**src/rtl/cfgser_pkg.sv**
```systemverilog
package cfgser_pkg;

    // Decoded bus access for one cycle
    typedef struct packed {
        logic bit_wr;   // write to the data offset
        logic bit_rd;   // strobed read of the data offset
        logic rewind;   // write to the rewind offset
        logic any_rd;   // strobed read of any offset
    } acc_t;

    // Next bit index with wrap at the last bit
    function automatic int unsigned next_index(input int unsigned cur,
                                               input int unsigned nbits);
        return (cur == nbits - 1) ? 0 : cur + 1;
    endfunction

endpackage

```
**src/rtl/cfgser_decode.sv**
```systemverilog
module cfgser_decode
    import cfgser_pkg::*;
#(
    parameter int unsigned ADDR_W     = 16,
    parameter int unsigned OFS_DATA   = 0,
    parameter int unsigned OFS_REWIND = 8
) (
    input  logic              sel,
    input  logic              wr_en,
    input  logic              rd_stb,
    input  logic [ADDR_W-1:0] offset,
    output acc_t              acc
);
    localparam logic [ADDR_W-1:0] DATA_A   = ADDR_W'(OFS_DATA);
    localparam logic [ADDR_W-1:0] REWIND_A = ADDR_W'(OFS_REWIND);

    logic hit_data, hit_rew;

    always_comb begin
        hit_data   = (offset == DATA_A);
        hit_rew    = (offset == REWIND_A);
        acc.bit_wr = sel & wr_en  & hit_data;
        acc.rewind = sel & wr_en  & hit_rew;
        acc.bit_rd = sel & rd_stb & hit_data;
        acc.any_rd = sel & rd_stb;
    end
endmodule

```
**src/rtl/cfgser_ptr.sv**
```systemverilog
module cfgser_ptr
    import cfgser_pkg::*;
#(
    parameter int unsigned CFG_BITS = 64,
    localparam int unsigned PTR_W   = $clog2(CFG_BITS)
) (
    input  logic             clk,
    input  logic             rst,
    input  logic             advance,
    input  logic             rewind,
    output logic [PTR_W-1:0] ptr
);
    logic [PTR_W-1:0] ptr_nxt;

    always_comb begin
        if (rewind)
            ptr_nxt = '0;
        else if (advance)
            ptr_nxt = PTR_W'(next_index(int'(ptr), CFG_BITS));
        else
            ptr_nxt = ptr;
    end

    always_ff @(posedge clk) begin
        if (rst) ptr <= '0;
        else     ptr <= ptr_nxt;
    end


    rewind_zero_chk: assert property (@(posedge clk) disable iff (rst)
        rewind |=> (ptr == '0));


    step_wrap_chk: assert property (@(posedge clk) disable iff (rst)
        (advance && !rewind && ptr == PTR_W'(CFG_BITS-1)) |=> (ptr == '0));


    step_one_chk: assert property (@(posedge clk) disable iff (rst)
        (advance && !rewind && ptr != PTR_W'(CFG_BITS-1)) |=> (ptr == $past(ptr) + 1'b1));


    idle_hold_chk: assert property (@(posedge clk) disable iff (rst)
        (!advance && !rewind) |=> $stable(ptr));
endmodule

```
**src/rtl/cfgser_store.sv**
```systemverilog
module cfgser_store #(
    parameter int unsigned CFG_BITS = 64,
    localparam int unsigned PTR_W   = $clog2(CFG_BITS)
) (
    input  logic                clk,
    input  logic                rst,
    input  logic                we,
    input  logic [PTR_W-1:0]    idx,
    input  logic                val,
    output logic [CFG_BITS-1:0] cfg
);
    for (genvar i = 0; i < CFG_BITS; i++) begin : g_bit
        logic hit;
        assign hit = we && (idx == PTR_W'(i));
        always_ff @(posedge clk) begin
            if (rst)      cfg[i] <= 1'b0;
            else if (hit) cfg[i] <= val;
        end
    end


    bit_store_chk: assert property (@(posedge clk) disable iff (rst)
        we |=> (cfg[$past(idx)] == $past(val)));


    no_write_hold_chk: assert property (@(posedge clk) disable iff (rst)
        !we |=> $stable(cfg));
endmodule

```
**src/rtl/cfgser_rdback.sv**
```systemverilog
module cfgser_rdback #(
    parameter int unsigned CFG_BITS = 64,
    parameter int unsigned DATA_W   = 32,
    localparam int unsigned PTR_W   = $clog2(CFG_BITS)
) (
    input  logic                clk,
    input  logic                rst,
    input  logic                any_rd,
    input  logic                bit_rd,
    input  logic [CFG_BITS-1:0] cfg,
    input  logic [PTR_W-1:0]    idx,
    output logic [DATA_W-1:0]   rdata
);
    always_ff @(posedge clk) begin
        if (rst)
            rdata <= '0;
        else if (any_rd)
            rdata <= bit_rd ? {{(DATA_W-1){1'b0}}, cfg[idx]} : '0;
    end


    bit_read_chk: assert property (@(posedge clk) disable iff (rst)
        bit_rd |=> (rdata == {{(DATA_W-1){1'b0}}, $past(cfg[idx])}));


    other_read_chk: assert property (@(posedge clk) disable iff (rst)
        (any_rd && !bit_rd) |=> (rdata == '0));


    rdata_hold_chk: assert property (@(posedge clk) disable iff (rst)
        !any_rd |=> $stable(rdata));
endmodule

```
**src/rtl/cfgser_port.sv**
```systemverilog
module cfgser_port
    import cfgser_pkg::*;
#(
    parameter int unsigned CFG_BITS   = 64,
    parameter int unsigned DATA_W     = 32,
    parameter int unsigned ADDR_W     = 16,
    parameter int unsigned OFS_DATA   = 0,
    parameter int unsigned OFS_REWIND = 8
) (
    input  logic                clk,
    input  logic                rst,
    input  logic                sel,
    input  logic                wr_en,
    input  logic                rd_stb,
    input  logic [ADDR_W-1:0]   offset,
    input  logic [DATA_W-1:0]   wr_data,
    output logic [DATA_W-1:0]   rd_data,
    output logic [CFG_BITS-1:0] cfg_word
);
    localparam int unsigned PTR_W = $clog2(CFG_BITS);

    acc_t             acc;
    logic [PTR_W-1:0] bit_idx;

    cfgser_decode #(
        .ADDR_W    (ADDR_W),
        .OFS_DATA  (OFS_DATA),
        .OFS_REWIND(OFS_REWIND)
    ) u_decode (
        .sel   (sel),
        .wr_en (wr_en),
        .rd_stb(rd_stb),
        .offset(offset),
        .acc   (acc)
    );

    cfgser_ptr #(.CFG_BITS(CFG_BITS)) u_ptr (
        .clk    (clk),
        .rst    (rst),
        .advance(acc.bit_wr | acc.bit_rd),
        .rewind (acc.rewind),
        .ptr    (bit_idx)
    );

    cfgser_store #(.CFG_BITS(CFG_BITS)) u_store (
        .clk(clk),
        .rst(rst),
        .we (acc.bit_wr),
        .idx(bit_idx),
        .val(wr_data[0]),
        .cfg(cfg_word)
    );

    cfgser_rdback #(.CFG_BITS(CFG_BITS), .DATA_W(DATA_W)) u_rdback (
        .clk   (clk),
        .rst   (rst),
        .any_rd(acc.any_rd),
        .bit_rd(acc.bit_rd),
        .cfg   (cfg_word),
        .idx   (bit_idx),
        .rdata (rd_data)
    );


    reset_clear_chk: assert property (@(posedge clk)
        rst |=> (cfg_word == '0 && rd_data == '0));
endmodule

```
**config.mk**
```make
export PLATFORM = sky130hd
export DESIGN_NAME = cfgser_port
export DESIGN_NICKNAME = d
export VERILOG_FILES = /design/src/rtl/cfgser_pkg.sv /design/src/rtl/cfgser_decode.sv /design/src/rtl/cfgser_ptr.sv /design/src/rtl/cfgser_store.sv /design/src/rtl/cfgser_rdback.sv /design/src/rtl/cfgser_port.sv
export SDC_FILE = /design/constraint.sdc
export NUM_CORES = 1
export LEC_CHECK = 0
export ABC_AREA = 1
export BUFFER_PORTS_ARGS = -buffer_cell sky130_fd_sc_hd__buf_2
export CORE_MARGIN = 5
export CORE_UTILIZATION = 55
export CTS_BUF_LIST = sky130_fd_sc_hd__clkbuf_16
export CTS_CLUSTER_DIAMETER = 50
export CTS_CLUSTER_SIZE = 24
export DETAILED_ROUTE_END_ITERATION = 10
export PLACE_DENSITY = 0.89
export SETUP_SLACK_MARGIN = 0.15
export SKIP_CTS_REPAIR_TIMING = 1
export SLEW_MARGIN = 20
export SYNTH_ARGS = -nofsm -noshare
export SYNTH_HDL_FRONTEND = slang
export SYNTH_SLANG_ARGS = --single-unit
```
**constraint.sdc**
```tcl
create_clock -name clk -period 2.95 [get_ports clk]
set_input_delay 0.59 -clock clk [delete_from_list [all_inputs] [get_ports clk]]
set_output_delay 0.59 -clock clk [all_outputs]
set_load 0.02 [all_outputs]
```
# After elaboration in Yosys (flattened, before gate mapping)
# Cells that the tools add are included.
[classes] n_addsub=1 n_lt_le_gt_ge=1 n_eq_ne=64 muxes=4 bitwise_logic=6 reduce_logical=67
[ops] operator="$eq A6 B6 Y1 const B" count=32
[ops] operator="$eq A6 B5 Y1 const B" count=16
[ops] operator="$logic_and A1 B1 Y1" count=64
[ops] operator="$eq A6 B4 Y1 const B" count=8
[ops] operator="$eq A6 B3 Y1 const B" count=4
[ops] operator="$eq A16 B4 Y1 const B" count=1
[ops] operator="$logic_not A16 Y1" count=1
[ops] operator="$eq A6 B2 Y1 const B" count=2
[ops] operator="$lt A6 B7 Y1 const B" count=1
[ops] operator="$add A6 B1 Y6 const B" count=1
[ops] operator="$bmux W1 S6" count=1
[ops] operator="$eq A6 B1 Y1 const B" count=1
[ops] operator="$logic_not A6 Y1" count=1
[ops] operator="$mux W6" count=1
[ops] operator="$and A1 B1 Y1" count=5
[ops] operator="$mux W1" count=2
[ops] operator="$reduce_or A2 Y1" count=1
[ops] operator="$or A1 B1 Y1" count=1
[totals] ff_bits=102 inputBits=53 out_inout_bits=96 elab_cells=209

# Depth between registers and ports, before layout
[logic_depth] ltp_word=3 depth_mapped=15 ltp_nobuf=13

# By module
# Synthesis repeated with hierarchy kept, for this count alone.
[unflattened] cells_unflattened=655 hier_area_um2=4085.2
[modules_own_cells] module="cfgser_store" instances=1 cells_each=391 area_per_inst_um2=2682.6
[modules_own_cells] module="cfgser_rdback" instances=1 cells_each=191 area_per_inst_um2=989.7
[modules_own_cells] module="cfgser_ptr" instances=1 cells_each=40 area_per_inst_um2=282.8
[modules_own_cells] module="cfgser_decode" instances=1 cells_each=30 area_per_inst_um2=118.9
[modules_own_cells] module="cfgser_port" instances=1 cells_each=3 area_per_inst_um2=11.3

# Worst setup path before layout
# No wires, ideal clock.
[synth_timing] path_type="input -> register" start="input port offset[15]" end="register u_store.cfg[32]" setup_ps=81 arrival_time_ps=1715 required_ps=2869 slack_ps=1154 stages=10 n_path_buf=1 path_cell_list="nor2_1 nand2_1 nor2_4 nand4_4 nor2_8 buf_12 nand2_4 nor2_4 nor2_1 a211oi_2"
[synth_via] elab_chain_cells=3
[synth_rtl] item="start, declared" line="cfgser_port.sv:15" source="input logic [ADDR_W-1:0] offset,"
[synth_rtl] item="$logic_not A16 Y1" line="cfgser_decode.sv:20" source="hit_data = (offset == DATA_A);"
[synth_rtl] item="$and A1 B1 Y1" line="cfgser_decode.sv:22" source="acc.bit_wr = sel & wr_en & hit_data;"
[synth_rtl] item="$logic_and A1 B1 Y1" line="cfgser_store.sv:14" source="assign hit = we && (idx == PTR_W'(i));"
[synth_rtl] item="end signal, assigned by index" line="cfgser_store.sv:17" source="else if (hit) cfg[i] <= val;"
[synth_rtl] item="end, declared" line="cfgser_store.sv:10" source="output logic [CFG_BITS-1:0] cfg"
# Every way passes these cells.
# A chain may end at the register's enable or synchronous reset.

# Worst setup path after layout
[layout_timing] start="register u_ptr.ptr[0]" end="register u_store.cfg[54]"
[layout_via] elab_chain_cells=2
[layout_rtl] item="start, declared" line="cfgser_ptr.sv:11" source="output logic [PTR_W-1:0] ptr"
[layout_rtl] item="start signal, assigned" line="cfgser_ptr.sv:26" source="else ptr <= ptr_nxt;"
[layout_rtl] item="$eq A6 B6 Y1" line="cfgser_store.sv:14"
[layout_rtl] item="$logic_and A1 B1 Y1" line="cfgser_store.sv:14"
# Every way passes these cells.

==> metrics.txt <==
final slew viol count 0; worst-path cell chain inv_2, ha_1, inv_1, nor2_1, nand2_1, nor2_1, nor2_1, a211oi_1; Post-synth EDFFs 0; share of cells above drive strength 1 0.286; M2 GR Usage 0.406; Non-Filler Instances 815; grt total ovfl 0; Yosys top cell area share 0.315; leakage power 0.00237 µW; area grow syn2layout 14.4%; critical-path maximum fanout 35; Final Skew between 0.003 and 0.004 ns; Die H 101 µm; die boundary width 101 µm; Setup TNS 0 ns; global-route wire length before repair a little under 20000 µm; share of synthesized flip-flops with an asynchronous set or reset 0; Total Nets Final 763; Crit path max-delay family flip-flops; CTS Sinks 71; Critical R2R Launch u_ptr.ptr[0]; cell mode on critical path nor2_1; reg-to-reg slack, setup 0.71 ns; number of distinct library cells after synthesis 31; Net Sw Frac 0.228; MaxCap Viol Count 0; worst reg2reg endpoint u_store.cfg[54]; TritonCTS clock tree built; sw power 477 µW; Detailed Routing Iterations Pass 1 5; antenna cell count 0; CP Buf/Inv Count 2; CP startpoint kind register; Core ar. 8090 µm²; PwrDens 405 nW/µm²; Worst EP arrival between 2 and 2.5 ns; H-tree Lvls 3; Critical Path Source u_ptr.ptr[0]; CTS clk-pin slew, worst paths around 0.050 ns; Setup Viol. Count Final 0; Buffers on Ports 86; gr busiest metal met2; hold endpoint u_rdback.rdata[0]; total CTS buffers 9; clk root buf clkbuf_16; final core utilization 0.638; RePlAce Congestion just over 0.9; Worst EP required 3.12 ns; CP endpoint kind register; Vias 4332; max_slew headroom 0.340; Post-synth top cells nand2_1 (137), nor2_1 (130), dfxtp_1 (71); GRT Util Overall 0.239; largest area contributor in the netlist dfxtp_1; Post-Syn Area per Cell 7.14 µm²; Fin. Hold Viols 0; DRT iter0 DRCs 273; Final Critical Period 2.24 ns; top_reg_cell synth dfxtp_1; run status complete, no violations; met3 GRT Util 0.0498; yosys warns 0; max incr delay on CP 0.66 ns; Routed Antenna Nets 0; Via density 5.32; DRC violations left 0; Row Count 33; clock latency on the worst-skew pair between 0.3 and 0.4 ns; Crit-path slowest cell dfxtp_1; Bufs on Longest Clock Path 2; antenna violations before repair 0; Worst Hold Depth 2; Comb pwr share 0.048; Die Area slightly above 10000 µm²; Flop pwr share 0.459; top cells by area, synth dfxtp_1 (32%), nand2_1 (11%), nor2_1 (11%); placed cell count 800; Post-DP HPWL 8430 µm; post-synthesis cell count 632; final WL 11900 µm; met1 Usage GRT 0.287; Avg WL per Cell around 15 µm; RSZ-0062 raised after global routing no; worst reg2reg path depth 8; vias in the first global route approximately 4300; Pint 1610 µW; Crit Path Category register to register; Peak VDD IR between 0.0002 and 0.0003 V; fin crit share 0.758; max frequency between 400 and 500 MHz; mapped cell area 4510 µm²; clock power share 0.493; count of state elements after synthesis 71; Initial Utilization 0.558; Hold Crit Start u_rdback.rdata[0]; worst-margin pin slew 0.988 ns; number of I/O pins 149; fillers 728; top-count cell post-synth nand2_1; sequential cell area fraction in the yosys report 0.315; Hold WC Path Type register to register; largest net degree at the start of global routing 66
[registers in the layout, indices dropped and copies added (netlist names)]
register,cells
u_store.cfg,64
u_ptr.ptr,6
u_rdback.rdata,1
[worst max-delay path by stage]
| stage | slack, ns | end | depth (start not counted) |
|---|---|---|---|
| 2_1_floorplan | 1.15 | u_store.cfg[32] | 10 |
| 3_3_place_gp | 0.69 | u_store.cfg[10] | 10 |
| 3_5_place_dp | 0.61 | u_store.cfg[22] | 10 |
| 4_1_cts | 0.77 | u_store.cfg[22] | 8 |
| 5_1_grt | 0.51 | u_rdback.rdata[0] | 13 |
| 6_report | 0.71 | u_store.cfg[54] | 8 |
[cells by family (layout without fill, tap and decap cells)]
kind of cell	Yosys count	after routing	synth area share
AO/OA/AOI/OAI	77	77	0.166
XOR/XNOR	1	1	0.00194
adder cells (fa/ha/maj)	4	4	0.0111
buffers and inverters	127	175	0.139
flip-flops	71	71	0.315
other	1	31	0.000831
AND/OR/NAND/NOR	351	351	0.366
[metrics by stage]
stage	power, µW	setup WS, ns	cell area (µm²)	hold slack (ns)
after floorplan	1090	1.15	4620	0.495
after global placement	1080	0.690	4880	0.456
after detailed placement	1080	0.614	4880	0.456
after CTS	2090	0.770	5160	0.465
after global routing	2140	0.506	5160	0.516
final	2090	0.715	5160	0.465
[per-layer routing]
| layer | part of all wire | up-vias |
|---|---|---|
| met5 | 0 | - |
| met2 | 0.48 | 220 |
| li1 | - | 2094 |
| met1 | 0.40 | 1983 |
| met3 | 0.087 | 35 |
| met4 | 0.025 | 0 |
[layout by cell type, fill, tap and decap left out, types with 2 or more instances in the layout]
master     netlist  routed
nor3_1           3       3
o21ai_0          2       2
inv_2            4       4
a211oi_2        38      38
nand3_1         25      25
nand2_4         10      10
clkinv_1         3       5
conb_1           1      31
dfxtp_1         71      71
clkbuf_16        0       9
nor2_2          28      28
buf_12           1       2
nor2_4          13      13
buf_2           12      86
ha_1             4       4
a211oi_1        28      28
buf_4           32       4
nor2_1         130     130
inv_1           61      61
a21oi_1          6       6
clkinv_2         0       3
nand2_1        137     137
[area by class of cell]
type / count / area [µm²] / area share
Timing Repair Buffer: 92 / 500 / 0.0970
Clock buffer: 9 / 225 / 0.0436
Multi-Input combinational cell: 464 / 2570 / 0.499
Clock inverter: 6 / 52.6 / 0.0102
Sequential cell: 71 / 1420 / 0.275
Tap cell: 105 / 131 / 0.0255
Inverter: 68 / 255 / 0.0495
[worst reg2reg max path, stage by stage (launching register included)]
cell and delay [ns]:
dfxtp_1 0.66, inv_2 0.43, ha_1 0.34, inv_1 0.12
nor2_1 0.07, nand2_1 0.18, nor2_1 0.09, nor2_1 0.14
a211oi_1 0.05
[power by group through the flow]
stage	clock [µW]	sequential (µW)	combinational (µW)
5_1_grt	1080	959	110
3_5_place_dp	0	980	100
6_report	1030	959	101
3_3_place_gp	0	980	97.8
4_1_cts	1040	959	100
2_1_floorplan	0	980	106
(Power assumes the default switching activity.)
